$ cat src/rtl/chain_port_pkg.sv
package chain_port_pkg;
  localparam int WORD_W   = 16;
  localparam int BIT_W    = $clog2(WORD_W);
  localparam int ADDR_W   = 3;
  localparam int SEL_W    = 3;
  localparam int DATA_W   = 8;
  localparam int CASC_W   = 3;
  localparam int FLAG_POS = WORD_W - 1;
  localparam int ADDR_LSB = 11;
  localparam int SEL_LSB  = 8;
  localparam int MODE_POS = 7;

  typedef struct packed {
    logic shiftIn;
    logic loadSample;
    logic loadFwd;
    logic fwdDec;
    logic shiftOut;
    logic writeReg;
    logic latchDac;
  } strobe_t;
endpackage

$ cat src/rtl/chain_port_ctrl.sv
module chain_port_ctrl
  import chain_port_pkg::*;
(
  input  logic              clk,
  input  logic              rstN,
  input  logic              fsIn,
  input  logic              sampleEvent,
  input  logic              rxFlag,
  input  logic [ADDR_W-1:0] rxAddr,
  input  logic              dataMode,
  input  logic [CASC_W-1:0] cascLen,
  output strobe_t           stb,
  output logic              fsOut,
  output logic              txOn
);
  localparam logic [BIT_W-1:0] LAST_BIT = BIT_W'(WORD_W - 1);

  logic              rxOn;
  logic [BIT_W-1:0]  rxBits;
  logic              rxDone;
  logic              txFs;
  logic [BIT_W-1:0]  txBits;
  logic [CASC_W-1:0] frameCnt;
  logic [CASC_W-1:0] nextCnt;
  logic              txStart;

  assign nextCnt = frameCnt + CASC_W'(1);
  assign txStart = stb.loadSample | stb.loadFwd;
  assign fsOut   = txFs;

  always_comb begin
    stb = '0;
    stb.shiftIn    = rxOn & ~fsIn;
    stb.loadSample = sampleEvent;
    if (rxDone) begin
      if (!dataMode) begin
        if (rxFlag && rxAddr == '0) begin
          stb.writeReg = 1'b1;
        end else begin
          stb.loadFwd = 1'b1;
          stb.fwdDec  = rxFlag;
        end
      end else if (nextCnt == cascLen) begin
        stb.latchDac = 1'b1;
      end else begin
        stb.loadFwd = 1'b1;
      end
    end
    stb.shiftOut = txOn && (txBits != LAST_BIT) && !txStart;
  end

  always_ff @(posedge clk) begin
    if (!rstN) begin
      rxOn     <= 1'b0;
      rxBits   <= '0;
      rxDone   <= 1'b0;
      txFs     <= 1'b0;
      txOn     <= 1'b0;
      txBits   <= '0;
      frameCnt <= '0;
    end else begin
      rxDone <= 1'b0;
      if (fsIn) begin
        rxOn   <= 1'b1;
        rxBits <= '0;
      end else if (rxOn) begin
        rxBits <= rxBits + BIT_W'(1);
        if (rxBits == LAST_BIT) begin
          rxOn   <= 1'b0;
          rxDone <= 1'b1;
        end
      end

      if (txStart) begin
        txFs   <= 1'b1;
        txOn   <= 1'b0;
        txBits <= '0;
      end else if (txFs) begin
        txFs <= 1'b0;
        txOn <= 1'b1;
      end else if (txOn) begin
        if (txBits == LAST_BIT) txOn <= 1'b0;
        else                    txBits <= txBits + BIT_W'(1);
      end

      if (stb.latchDac)            frameCnt <= '0;
      else if (rxDone && dataMode) frameCnt <= nextCnt;
    end
  end

  // a word is only passed on once it has been fully received
  a_r6_fwd_after_word: assert property (@(posedge clk) disable iff (!rstN)
    stb.loadFwd |-> rxDone);

  // each received word leads to at most one action
  a_r4_one_action: assert property (@(posedge clk) disable iff (!rstN)
    $onehot0({stb.writeReg, stb.latchDac, stb.loadFwd}));

  // the frame count stays below the chain length in data mode
  a_r10_cnt_bound: assert property (@(posedge clk) disable iff (!rstN)
    (dataMode && cascLen != '0) |-> (frameCnt < cascLen));

  // the frame pulse and the data bits never overlap
  a_r2_fs_before_bits: assert property (@(posedge clk) disable iff (!rstN)
    txOn |-> !txFs);

  // a word's bits begin on the cycle after its frame pulse
  a_r2_bits_follow_fs: assert property (@(posedge clk) disable iff (!rstN)
    (txFs && !txStart) |=> txOn);
endmodule

$ cat src/rtl/chain_port_dp.sv
module chain_port_dp
  import chain_port_pkg::*;
(
  input  logic              clk,
  input  logic              rstN,
  input  logic              sdIn,
  input  strobe_t           stb,
  input  logic              txOn,
  input  logic [WORD_W-1:0] sampleWord,
  output logic              rxFlag,
  output logic [ADDR_W-1:0] rxAddr,
  output logic              sdOut,
  output logic [WORD_W-1:0] dacWord,
  output logic              dataMode,
  output logic [CASC_W-1:0] cascLen,
  output logic [6:0]        regB,
  output logic [2:0]        regC
);
  logic [WORD_W-1:0] rxShift;
  logic [WORD_W-1:0] txShift;
  logic [WORD_W-1:0] fwdWord;
  logic [SEL_W-1:0]  sel;
  logic [DATA_W-1:0] data;

  assign rxFlag = rxShift[FLAG_POS];
  assign rxAddr = rxShift[ADDR_LSB +: ADDR_W];
  assign sel    = rxShift[SEL_LSB +: SEL_W];
  assign data   = rxShift[DATA_W-1:0];
  assign sdOut  = txOn & txShift[WORD_W-1];

  always_comb begin
    fwdWord = rxShift;
    if (stb.fwdDec) fwdWord[ADDR_LSB +: ADDR_W] = rxAddr - ADDR_W'(1);
  end

  always_ff @(posedge clk) begin
    if (!rstN) begin
      rxShift  <= '0;
      txShift  <= '0;
      dacWord  <= '0;
      dataMode <= 1'b0;
      cascLen  <= '0;
      regB     <= '0;
      regC     <= '0;
    end else begin
      if (stb.shiftIn) rxShift <= {rxShift[WORD_W-2:0], sdIn};

      if (stb.loadSample)    txShift <= sampleWord;
      else if (stb.loadFwd)  txShift <= fwdWord;
      else if (stb.shiftOut) txShift <= {txShift[WORD_W-2:0], 1'b0};

      if (stb.latchDac) dacWord <= rxShift;

      if (stb.writeReg) begin
        case (sel)
          SEL_W'(0): begin
            cascLen  <= data[CASC_W-1:0];
            dataMode <= data[MODE_POS];
          end
          SEL_W'(1): regB <= data[6:0];
          SEL_W'(2): regC <= data[2:0];
          default: ;
        endcase
      end
    end
  end

  // no configuration write once in data mode
  a_r8_regs_frozen: assert property (@(posedge clk) disable iff (!rstN)
    (dataMode && $past(dataMode)) |-> ($stable(regB) && $stable(regC) && $stable(cascLen)));

  // the converter word only changes in data mode
  a_r9_dac_data_only: assert property (@(posedge clk) disable iff (!rstN)
    !$stable(dacWord) |-> $past(dataMode));
endmodule

$ cat src/rtl/chain_port.sv
module chain_port
  import chain_port_pkg::*;
(
  input  logic        clk,
  input  logic        rstN,
  input  logic        sdIn,
  input  logic        fsIn,
  input  logic        sampleEvent,
  input  logic [15:0] sampleWord,
  output logic        sdOut,
  output logic        fsOut,
  output logic [15:0] dacWord,
  output logic        dataMode,
  output logic [2:0]  cascLen,
  output logic [2:0]  clkDiv,
  output logic [1:0]  sclkRate,
  output logic [1:0]  sampRate,
  output logic        pwrAdc,
  output logic        pwrDac,
  output logic        pwrRef
);
  strobe_t           stb;
  logic              txOn;
  logic              rxFlag;
  logic [ADDR_W-1:0] rxAddr;
  logic [6:0]        regB;
  logic [2:0]        regC;

  chain_port_ctrl uCtrl (
    .clk(clk), .rstN(rstN), .fsIn(fsIn), .sampleEvent(sampleEvent),
    .rxFlag(rxFlag), .rxAddr(rxAddr), .dataMode(dataMode), .cascLen(cascLen),
    .stb(stb), .fsOut(fsOut), .txOn(txOn)
  );

  chain_port_dp uDp (
    .clk(clk), .rstN(rstN), .sdIn(sdIn), .stb(stb), .txOn(txOn),
    .sampleWord(sampleWord), .rxFlag(rxFlag), .rxAddr(rxAddr), .sdOut(sdOut),
    .dacWord(dacWord), .dataMode(dataMode), .cascLen(cascLen),
    .regB(regB), .regC(regC)
  );

  assign clkDiv   = regB[2:0];
  assign sclkRate = regB[4:3];
  assign sampRate = regB[6:5];
  assign pwrAdc   = regC[0];
  assign pwrDac   = regC[1];
  assign pwrRef   = regC[2];
endmodule

$ cat config.mk
export PLATFORM = sky130hd
export DESIGN_NAME = chain_port
export DESIGN_NICKNAME = d
export VERILOG_FILES = /design/src/rtl/chain_port_pkg.sv /design/src/rtl/chain_port_ctrl.sv /design/src/rtl/chain_port_dp.sv /design/src/rtl/chain_port.sv
export SDC_FILE = /design/constraint.sdc
export NUM_CORES = 1
export LEC_CHECK = 0
export BUFFER_PORTS_ARGS = -buffer_cell sky130_fd_sc_hd__buf_2
export CELL_PAD_IN_SITES_DETAIL_PLACEMENT = 1
export CELL_PAD_IN_SITES_GLOBAL_PLACEMENT = 2
export CORE_ASPECT_RATIO = 0.5
export CORE_MARGIN = 10
export CORE_UTILIZATION = 40
export CTS_BUF_LIST = sky130_fd_sc_hd__clkbuf_2
export DETAILED_ROUTE_END_ITERATION = 16
export GPL_TIMING_DRIVEN = 0
export PLACE_DENSITY_LB_ADDON = 0.12
export SLEW_MARGIN = 10
export SYNTH_ARGS = -nofsm -noshare
export SYNTH_HDL_FRONTEND = slang
export SYNTH_HIERARCHICAL = 1
export SYNTH_SLANG_ARGS = --single-unit
$ cat constraint.sdc
create_clock -name clk -period 4.8 [get_ports clk]
set_input_delay 0.48 -clock clk [delete_from_list [all_inputs] [get_ports clk]]
set_output_delay 0.48 -clock clk [all_outputs]
set_load 0.02 [all_outputs]
==> results.toml, run 1 <==
[floorplan]
core_um2 = 8620
ioPinCount = 53
fp.dieArea_um2 = 13100
start_util_pct = 40.7
dieWidth_um = 152
die_y_um = 86.2
row_count = 24

[power]
peakVddDrop_mv = 0.169
power_density_nw_per_um2 = 282
power.leakage_nw = 1.52

[logic_synthesis]
synth_flop_cell = "dfxtp_1"
syn_avg_cell_area_um2 = 10.3
synthCells = 342
synthAdderAreaFrac_pct = 1.43
synth_top_family_by_area = "simple AND/OR/NAND/NOR gates"
ys_ff_latch = 77
ys_async_sr_fraction_pct = 0
syn-cell-area_um2 = 3510
muxShareOfSynthArea_pct = 17.4
yosys.area_share.simple_pct = 19.5
synth-compound-area-share_pct = 11.1
ys_types = 50
synth_xor_area_share_pct = 2.18
synth-edff-count = 0
synth-seq-area-share_pct = 43.9
ys_warn_count = 6
syn_nets = 367

[grt]
grtUsageTotal_pct = 14.7
antenna_found_initial = 0
grt_max_degree = 14
grt_pass1_vias = 2954
overflow = 0
grt_pass1_wl_um = 15600

[critical_path]
r2r_cells = 8
crit_end = "uDp/txShift[11]"
startpoint = "uCtrl/frameCnt[0]"
cp_max_fo = 8
r2r-end = "uDp/txShift[11]"
cp_data_arrival_time_ns = 3.31
endpoint_kind = "flip-flop"
critical_path_class = "reg -> reg"
critPathLaunchType = "flip-flop"
reg2reg_from = "uCtrl/frameCnt[0]"
reg2reg_slack_ns = 1.93
cp.required_ns = 5.24

[run_status]
outcome = "complete, no violations"

[sta]
fmax_ghz = 0.349
tightest_slew_ns = 0.759
clock_skew_ns = 0.0186
final-hold-violation-count = 0
setup_tns_ns = 0
max-slew-margin-rel_pct = 49.4
layout_setup_ws_ns = 1.93
setup_viol_count_final = 0
timing.hold.ws_ns = 0.192
slew_violations = 0
rsz0062_at_grt = "false"
period_share_pct = 59.8
period_minus_slack_ns = 2.87

[clock_tree]
cts_max_level = 3
cts_tree = "built"
cts_setup_buffers = 0
cts_buffers = 9
clk_path_buf_depth = 2
ctsHoldBuffers = 0
ctsResizeCount = 0
cts.sinks = 77
cts-root-buf = "clkbuf_2"
path_clk_slew_ns = 0.20
clk_latency_ns = 0.54

[cells_and_area]
drive_gt1_share_pct = 22.4
areaGrowthSynthToFinish_pct = 15.5
mostFrequentLayoutCell = "dfxtp_1"
diodes = 0
fillers = 997
fin_nets = 430
final_cells = 527
final_cell_mix = "dfxtp_1, mux2i_1, buf_2, nor2b_1, nand2_1"

[min_path]
min_from = "sampleWord[11]"
hold_path.class = "in -> reg"

[place]
place_inst = 511
pre_cts_ws_ns = 1.97
port_buffers = 52
place_congestion = 0.801
dp_hpwl_um = 7240

[drt]
drcViolationCount = 0
wl_um = 9710
first_iter_violations = 113
ant_nets = 0
viasPerCell = 5.23
vias = 2755
first_pass_iters = 4
wl_per_cell_um = 18.4

[flow_run]
cap_viol_max_count = 0
synthesized netlist by cell type (all sizes together) (2+ instances only):
master	instances	area share, %
or4	4	0.86
nand3	4	0.57
nor3b	3	0.64
a211o	2	0.50
dfxtp	77	44
clkbuf	10	1.1
ha	4	1.4
nand2b	4	0.71
xnor2	2	0.50
nand4	3	0.54
o21ai	14	2.0
nor2b	49	8.7
and3	4	0.71
a21oi	3	0.43
and4bb	2	0.71
inv	7	0.75
a221oi	4	1.0
a22o	12	3.0
nor4b	2	1.1
a31o	2	0.50
nor2	10	1.1
nand2	17	1.8
mux2i	60	17
xor2	4	1.0
buf	13	2.6
o31ai	3	0.64
nand4b	2	0.50
and2	4	0.75
sequential cells by signal (all words and copies together), names as in the netlist:
signal,count
uCtrl/rxOn,1
uCtrl/rxDone,1
uDp/regB,7
uDp/dataMode,1
uCtrl/txBits,4
uDp/regC,3
uCtrl/rxBits,4
uDp/dacWord,16
uDp/rxShift,16
uCtrl/frameCnt,3
uCtrl/fsOut,1
uCtrl/txOn,1
uDp/cascLen,3
uDp/txShift,16
worst min-delay path by stage:
stage	cells after the start	to	slack, ns
global placement	1	uDp/txShift[14]	0.46
detailed placement	1	uDp/txShift[1]	0.47
finish	3	uDp/txShift[11]	0.19
CTS	3	uDp/txShift[11]	0.15
global route	3	uDp/txShift[11]	0.14
floorplan	1	uDp/txShift[15]	0.44
through the flow:
| stage | util [%] | area [um2] | power, mW |
|---|---|---|---|
| 6_report | 47.0 | 4050 | 1.14 |
| 5_1_grt | 47.0 | 4050 | 1.19 |
| 4_1_cts | 47.0 | 4050 | 1.15 |
| 3_5_place_dp | 45.4 | 3920 | 0.745 |
| 3_3_place_gp | 45.4 | 3920 | 0.742 |
| 2_1_floorplan | - | 3510 | 0.718 |
logic make-up (layout without fill, tap and decap cells):
family,after synthesis,in the layout
compound gates,52,52
simple gates,111,111
mux,61,61
fa+ha+maj,4,4
xor+xnor,7,7
buf+inv,30,98
flops,77,77
critical path, cell delays in order (launching register included):
cell and delay (ns):
dfxtp_1 0.44, ha_1 0.25, xor3_1 0.33, or4b_4 0.50
a2111oi_1 0.37, clkbuf_2 0.26, mux2_2 0.36, mux2i_1 0.16
o21ai_0 0.11
routing by layer:
metal  wire length, um  vias to the layer above  global-route usage, %
li1                  -                     1337                      -
met1              4930                     1368                   19.5
met2              4360                       42                   23.2
met3               345                        8                   4.35
met4                72                        0                   3.70
met5                 0                        -                      0
layout make-up:
class	count	area [um2]	share of cell area [%]
buffer	23	131	3.24
clock buffer	10	50.0	1.23
clock inverter	6	87.6	2.16
inverter	7	26.3	0.648
multi-input combinational	235	1810	44.6
sequential	77	1540	38.0
tap	117	146	3.61
timing repair buffer	52	260	6.42
report_power, final:
part	switching (mW)	total, mW	internal, mW
Sequential	0.00753	0.658	0.651
Combinational	0.0393	0.0747	0.0354
Clock	0.236	0.409	0.173
(Power assumes the default switching activity.)
==> inputs of run 2 (changes only) <==
--- a/config.mk
+++ b/config.mk
@@ -10,7 +10,7 @@
 export CELL_PAD_IN_SITES_GLOBAL_PLACEMENT = 2
 export CORE_ASPECT_RATIO = 0.5
 export CORE_MARGIN = 10
-export CORE_UTILIZATION = 40
+export CORE_UTILIZATION = 34
 export CTS_BUF_LIST = sky130_fd_sc_hd__clkbuf_2
 export DETAILED_ROUTE_END_ITERATION = 16
 export GPL_TIMING_DRIVEN = 0
==> constraint.sdc (replaced) <==
create_clock -name clk -period 2.3 [get_ports clk]
set_input_delay 0.23 -clock clk [delete_from_list [all_inputs] [get_ports clk]]
set_output_delay 0.23 -clock clk [all_outputs]
set_load 0.02 [all_outputs]
==> results.toml, run 2 (same netlist as run 1, synthesis figures left out) <==
[sta]
rsz0062_at_grt = "true"
max-slew-margin-rel_pct = 64.9
period_minus_slack_ns = 2.53
setup_tns_ns = -2.72
tightest_slew_ns = 0.526
clock_skew_ns = 0.0322
slew_violations = 0
fmax_ghz = 0.396
layout_setup_ws_ns = -0.226
period_share_pct = 110
final-hold-violation-count = 0
setup_viol_count_final = 26

[cells_and_area]
reg.largest.list = "uDp/dacWord: 16 flops, uDp/rxShift: 16 flops, uDp/txShift: 16 flops"
fin_nets = 465
fillers = 1170
final_cells = 583
final_area_um2 = 4530
mostFrequentLayoutCell = "dfxtp_1"
diodes = 0
final_cell_mix = "dfxtp_1, mux2i_1, buf_2, nor2b_1"
areaGrowthSynthToFinish_pct = 29.1
ff_latch_area_um2 = 1550
multi_input_area_um2 = 1880
drive_gt1_share_pct = 27.5

[drt]
vias = 2874
ant_nets = 0
wl_per_cell_um = 17.9
viasPerCell = 4.93
wl_um = 10500
first_iter_violations = 77
drcViolationCount = 0
first_pass_iters = 4

[grt]
grt_pass1_vias = 3171
grt_max_degree = 13
overflow = 0
grt_pass1_wl_um = 16700
antenna_found_initial = 1
grtUsageTotal_pct = 14.0

[critical_path]
cp_max_fo = 4
cp_data_arrival_time_ns = 2.97
endpoint_kind = "flip-flop"
critPathBufInv = 1
critPathTopFamily = "simple AND/OR/NAND/NOR gates"
critical_path_class = "reg -> reg"
slowest_delay_ns = 0.59
critPathLaunchType = "flip-flop"
cp_cell_sequence = "xor3_1 -> or4b_4 -> a2111oi_4 -> clkbuf_8 -> mux2_2 -> mux2i_1 -> o21ai_1"
cp.required_ns = 2.74
cp_slowest_cell = "or4b_4"

[floorplan]
ioPinCount = 53
dieWidth_um = 164
core_um2 = 10100
fp.dieArea_um2 = 15000
row_count = 26
die_y_um = 91.8
start_util_pct = 34.6

[clock_tree]
clk_latency_ns = 0.56
cts.sinks = 77
cts_max_level = 3
cts_buffers = 9
clk_path_buf_depth = 2
cts-root-buf = "clkbuf_2"
path_clk_slew_ns = 0.20
cts_tree = "built"

[run_status]
violations = "setup timing"
outcome = "finished with violations"

[place]
port_buffers = 52
dp_hpwl_um = 7540
place_inst = 534
place_congestion = 0.767
place_area_um2 = 3980

[power]
peakVddDrop_mv = 0.212
p_switching_mw = 0.585
netSwitchingFraction_pct = 25.6
combPwrFrac_pct = 8.3
power_density_nw_per_um2 = 505
power.leakage_nw = 1.71
power_frac_seq_pct = 60.0
p_int_mw = 1.70
p_clk_share_pct = 31.7

[flow_run]
cap_viol_max_count = 0

[min_path]
hold_path.class = "in -> reg"
[run 2: changes by cell type in the layout (fill, tap and decap cells not counted), moves of 3 or more]
cell	before	now
buf_12	0	3
buf_6	2	6
mux2i_2	0	3
dfxtp_1	77	73
mux2i_1	60	57
dlygate4sd3_1	0	17
buf_4	6	16
[run 2: worst paths after layout]
path	startpoint	end	slack, ns	depth (start not counted)
worst max-delay path	uCtrl/frameCnt[2]	uDp/txShift[11]	-0.23	7
worst min-delay path	sampleEvent	uCtrl/fsOut	0.05	3
worst max register to register	uCtrl/frameCnt[2]	uDp/txShift[11]	-0.23	7
worst min register to register	uDp/cascLen[2]	uCtrl/frameCnt[2]	0.51	1
[run 2: layer usage]
metal	up-vias	share of wire, %	track usage (%)
li1	1416	-	-
met4	0	0.80	2.66
met2	50	44	22.1
met5	-	0	0
met1	1398	51	18.1
met3	10	4.5	5.04
[run 2: power by group through the flow]
stage / clock (mW) / combinational [mW] / sequential [mW]
2_1_floorplan: 0 / 0.106 / 1.39
3_3_place_gp: 0 / 0.153 / 1.40
3_5_place_dp: 0 / 0.158 / 1.40
4_1_cts: 0.747 / 0.188 / 1.37
5_1_grt: 0.807 / 0.210 / 1.38
6_report: 0.724 / 0.191 / 1.37
[run 2: what timing repair did]
item	CTS	global route
resized for setup	16	9
pin swaps	5	12
endpoints found under the setup margin	26	32
hold buffers	15	2
setup buffers	15	1
hold endpoints to repair	15	2
gates cloned	1	1
[run 2: worst register-to-register path, stage by stage, from the launching register on]
cell       delay, ns
dfxtp_2         0.37
xor3_1          0.39
or4b_4          0.59
a2111oi_4       0.32
clkbuf_8        0.21
mux2_2          0.33
mux2i_1         0.14
o21ai_1         0.08
[run 2: cell type report]
type                       count  share of cell area [%]
timing repair buffer          87                    13.8
clock inverter                 4                    1.13
clock buffer                  10                    1.10
multi-input combinational    235                    41.5
tap                          140                    3.87
inverter                       7                   0.580
buffer                        23                    3.81
sequential                    77                    34.2
[run 2: per-stage QoR]
stage | worst slack, ns | util, % | power, mW | hold slack (ns)
2_1_floorplan | -0.102 | - | 1.50 | 0.369
3_3_place_gp | -0.203 | 39.2 | 1.55 | 0.458
5_1_grt | -0.329 | 44.6 | 2.39 | 0.00468
3_5_place_dp | -0.261 | 39.2 | 1.56 | 0.458
4_1_cts | -0.235 | 43.8 | 2.31 | 0.000640
6_report | -0.226 | 44.6 | 2.29 | 0.0496
